File: config.mk
export PLATFORM = sky130hd
export DESIGN_NAME = mem_lane_aligner
export DESIGN_NICKNAME = d
export VERILOG_FILES = /design/src/rtl/mla_pkg.sv /design/src/rtl/mla_store_pack.sv /design/src/rtl/mla_load_extract.sv /design/src/rtl/mem_lane_aligner.sv
export SDC_FILE = /design/constraint.sdc
export NUM_CORES = 1
export LEC_CHECK = 0
export CORE_AREA = 2 2 56 58
export DETAILED_ROUTE_END_ITERATION = 8
export DIE_AREA = 0 0 58 60
export DONT_BUFFER_PORTS = 1
export PLACE_DENSITY = 0.68
export SETUP_SLACK_MARGIN = 0.5
export SLEW_MARGIN = 20
export SYNTH_ARGS = -nofsm -noshare
export SYNTH_HDL_FRONTEND = slang
export SYNTH_HIERARCHICAL = 1
export SYNTH_SLANG_ARGS = --single-unit
File: constraint.sdc
create_clock -name vclk -period 1.7
set_input_delay 0.085 -clock vclk [all_inputs]
set_output_delay 0.085 -clock vclk [all_outputs]
set_load 0.02 [all_outputs]
File: src/rtl/mla_pkg.sv
package mla_pkg;

  typedef enum logic [1:0] {
    SZ_BYTE = 2'd0,
    SZ_HALF = 2'd1,
    SZ_WORD = 2'd2
  } acc_size_e;

  // Width decode shared by both paths
  function automatic acc_size_e decode_size(input logic [2:0] f3);
    case (f3)
      3'd0:    return SZ_BYTE;
      3'd1:    return SZ_HALF;
      default: return SZ_WORD;
    endcase
  endfunction

endpackage

File: src/rtl/mla_store_pack.sv
module mla_store_pack #(
  parameter int DATA_W = 32,
  localparam int LANES = DATA_W / 8,
  localparam int LB    = $clog2(LANES)
) (
  input  logic              en,
  input  logic [LB-1:0]     addr,
  input  logic [2:0]        funct3,
  input  logic [DATA_W-1:0] src,
  output logic [DATA_W-1:0] wdata,
  output logic [LANES-1:0]  mask
);
  import mla_pkg::*;

  acc_size_e  sz;
  logic [1:0] szb;

  assign sz  = decode_size(funct3);
  assign szb = sz;

  // A lane is selected when it shares the access-aligned block with addr
  for (genvar i = 0; i < LANES; i++) begin : g_lane
    localparam logic [LB-1:0] IDX = LB'(i);
    assign mask[i] = en && ((IDX >> szb) == (addr >> szb));
    assign wdata[8*i +: 8] = (sz == SZ_BYTE) ? src[7:0] :
                             (sz == SZ_HALF) ? src[8*(i%2) +: 8] :
                                               src[8*i +: 8];
  end

  always_comb begin
    if (!en) begin
      AST_MASK_IDLE: assert (mask == '0) else $error("mask active while idle");
    end else begin
      AST_MASK_WIDTH: assert ($countones(mask) == (32'd1 << szb)) else $error("mask width");
      AST_MASK_HITS_ADDR: assert (mask[addr]) else $error("addressed lane not enabled");
      AST_DATA_IN_LANE: assert (wdata[8*addr +: 8] == src[8*(addr & ((LB'(1) << szb) - LB'(1))) +: 8])
        else $error("addressed lane data");
    end
  end

endmodule

File: src/rtl/mla_load_extract.sv
module mla_load_extract #(
  parameter int DATA_W = 32,
  localparam int LANES = DATA_W / 8,
  localparam int LB    = $clog2(LANES)
) (
  input  logic [LB-1:0]     addr,
  input  logic [2:0]        funct3,
  input  logic [DATA_W-1:0] word,
  output logic [DATA_W-1:0] result
);
  import mla_pkg::*;

  acc_size_e         sz;
  logic [1:0]        szb;
  logic [LB-1:0]     off;
  logic [DATA_W-1:0] shifted;

  assign sz      = decode_size(funct3);
  assign szb     = sz;
  assign off     = (addr >> szb) << szb;
  assign shifted = word >> {off, 3'b000};

  always_comb begin
    case (sz)
      SZ_BYTE: result = {{(DATA_W-8){shifted[7]}}, shifted[7:0]};
      SZ_HALF: result = {{(DATA_W-16){shifted[15]}}, shifted[15:0]};
      default: result = word;
    endcase
  end

  always_comb begin
    if (sz == SZ_BYTE) begin
      AST_BYTE_SIGN: assert (result[DATA_W-1:8] == {(DATA_W-8){result[7]}}) else $error("byte sign fill");
      AST_BYTE_SRC: assert (result[7:0] == word[8*addr +: 8]) else $error("byte lane");
    end
    if (sz == SZ_HALF) begin
      AST_HALF_SIGN: assert (result[DATA_W-1:16] == {(DATA_W-16){result[15]}}) else $error("half sign fill");
    end
  end

endmodule

File: src/rtl/mem_lane_aligner.sv
module mem_lane_aligner #(
  parameter int DATA_W = 32,
  localparam int LANES = DATA_W / 8,
  localparam int LB    = $clog2(LANES)
) (
  input  logic              st_en,
  input  logic [LB-1:0]     st_addr_lo,
  input  logic [2:0]        st_funct3,
  input  logic [DATA_W-1:0] st_src,
  output logic [DATA_W-1:0] st_wdata,
  output logic [LANES-1:0]  st_mask,
  input  logic [LB-1:0]     ld_addr_lo,
  input  logic [2:0]        ld_funct3,
  input  logic [DATA_W-1:0] ld_word,
  output logic [DATA_W-1:0] ld_result
);

  // Store and load paths share no signals
  mla_store_pack #(.DATA_W(DATA_W)) u_store (
    .en     (st_en),
    .addr   (st_addr_lo),
    .funct3 (st_funct3),
    .src    (st_src),
    .wdata  (st_wdata),
    .mask   (st_mask)
  );

  mla_load_extract #(.DATA_W(DATA_W)) u_load (
    .addr   (ld_addr_lo),
    .funct3 (ld_funct3),
    .word   (ld_word),
    .result (ld_result)
  );

endmodule

==> impl_metrics.tcl <==
set metrics [dict create \
    drtIter0Drc 78 \
    layout_setup_ws_ns 0.298 \
    worstHoldPathType "in2out" \
    grt_pass1_vias 1417 \
    critPathRequiredTime_ns 1.62 \
    syn-cell-area_mm2 0.00132 \
    final_cell_area_mm2 0.00178 \
    vias 1563 \
    postRouteAntennaNets 0 \
    end_kind "output port" \
    core_mm2 0.00290 \
    outcome "completed" \
    fin_util_pct 61.4 \
    finalSetupViolCount 0 \
    num-fill-cells 249 \
    max_stage_delay_ns 0.42 \
    antenna_found_initial 0 \
    antenna_cells 0 \
    grt.overflow.total 0 \
    final_cell_mix "nor2_1 (27), buf_4 (22), mux2_2 (16), nor3_2 (12)" \
    wl_per_cell_um 21.3 \
    die_area_mm2 0.00348 \
    crit_path_top_delay_cell "a211o_4" \
    drtPass1Iterations 4 \
    crit_family "compound AO/OA/AOI/OAI gates" \
    layout-drive-gt1-share_pct 49.2 \
    grt_first_pass_wirelength_mm 6.84 \
    tns_ns 0 \
    die_h_um 60 \
    fmax_mhz 713 \
    syn_avg_cell_area_um2 6.89 \
    start_util_pct 45.6 \
    final-seq-area_um2 0 \
    drv_cap 0 \
    area_growth_syn_to_layout_pct 34.7 \
    ios 143 \
    wl_mm 4.95 \
    layout_commonest_cell "nor2_1" \
    hold_buffers 0 \
    slew_viol_final 0 \
    hpwl_mm 3.56 \
    peakVddDrop_uv 248 \
    place_area_mm2 0.00152 \
    path_buf_inv 1 \
    grt_use_total_pct 24.3 \
    relSlewSlack_pct 51.1 \
    crit_type "in2out" \
    nClkBuffers 0 \
    ys_seq_area_share_pct 0 \
    crit_arrival_ns 1.32 \
    yosysWarningCount 6 \
    nNetsFinal 276 \
    rsz0062_at_grt "yes" \
    die_width_um 58 \
    power_leakage_nw 0.656 \
    gp_congestion 0.802 \
    num_rows 20 \
    timing.hold.ws_ns 0.170 \
    drt-vias-per-instance 6.74 \
    multi_input_area_mm2 0.00147 \
    period_minus_slack_ns 1.40 \
    worst_setup_path_start_kind "primary input" \
    yosys.cell_types.count 35 \
    nFlopsAndLatches 0 \
    grt_max_degree 35 \
    cp_cell_sequence "nor4b_4 > a311oi_2 > a211o_4 > o21ai_1 > buf_4" \
    cp_max_fo 12 \
    power.density_mw_per_mm2 330 \
    pre_cts_ws_ns 0.195 \
    synth_fp_nets 267 \
    final-hold-violation-count 0 \
    syn_inst 192 \
    drc_errors 0 \
    post-route-period-util_pct 82.5 \
    worst_pin_slew_ns 0.728 \
    port_buffers 0 \
]
-- logic make-up after synthesis --
logic type	after synthesis	share of synthesized area, %
compound gates	58	30.2
mux	33	28.2
simple gates	69	27.2
buf+inv	32	14.5
-- area by class of cell --
| class | count | share of cell area (%) |
|---|---|---|
| well taps | 33 | 2.32 |
| multi-input cells | 162 | 82.2 |
| repair buffers | 29 | 13.8 |
| inverters | 8 | 1.68 |
-- cells in the mapped netlist (2+ instances only) --
master	instances	area, um2
nand2b_1	2	12.5
o21ai_0	18	90.1
mux2_2	23	259
nor3_1	21	105
nor2b_1	2	12.5
a221o_1	6	60.1
a21boi_0	2	15.0
clkbuf_1	7	26.3
mux2i_1	8	80.1
o21ai_2	9	78.8
nand3_1	7	35.0
nor2_1	28	105
buf_4	11	82.6
a21oi_1	11	55.1
inv_1	8	30.0
buf_6	2	22.5
buf_2	3	15.0
o22ai_1	7	43.8
-- path summary, 6_finish.rpt --
path                     start       endpoint  slack, ns  cells past startpoint
hold / removal       st_src[5]    st_wdata[5]       0.17                      0
setup / recovery  ld_funct3[0]  ld_result[29]       0.30                      5
-- stage by stage --
stage / std cells / total power (W)
4_1_cts: 231 / 0.000572
5_1_grt: 232 / 0.000619
6_report: 232 / 0.000588
2_1_floorplan: 192 / 0.000506
3_3_place_gp: 219 / 0.000529
3_5_place_dp: 219 / 0.000536
-- report_power, final --
part | total [W] | internal [W] | switching (W)
combinational | 0.000588 | 0.000234 | 0.000354
sequential | 0 | 0 | 0
clock | 0 | 0 | 0
total | 0.000588 | 0.000234 | 0.000354
-- metal layers --
| layer | vias to the layer above | routed length (um) | global-route usage, % | share of wire (%) |
|---|---|---|---|---|
| met5 | - | 0 | 0 | 0 |
| met4 | 0 | 44 | 2.33 | 0.89 |
| met3 | 6 | 506 | 4.55 | 10 |
| met2 | 105 | 2800 | 50.6 | 57 |
| met1 | 731 | 1600 | 25.6 | 32 |
| li1 | 721 | - | - | - |
-- what timing repair did --
action                                  CTS  global route
setup buffers                            10             0
endpoints found under the setup margin   32            37
cloned                                    2             1
pin swaps                                 6             7
gates resized for setup                  23             8
Power figures use the tool's default switching activity.
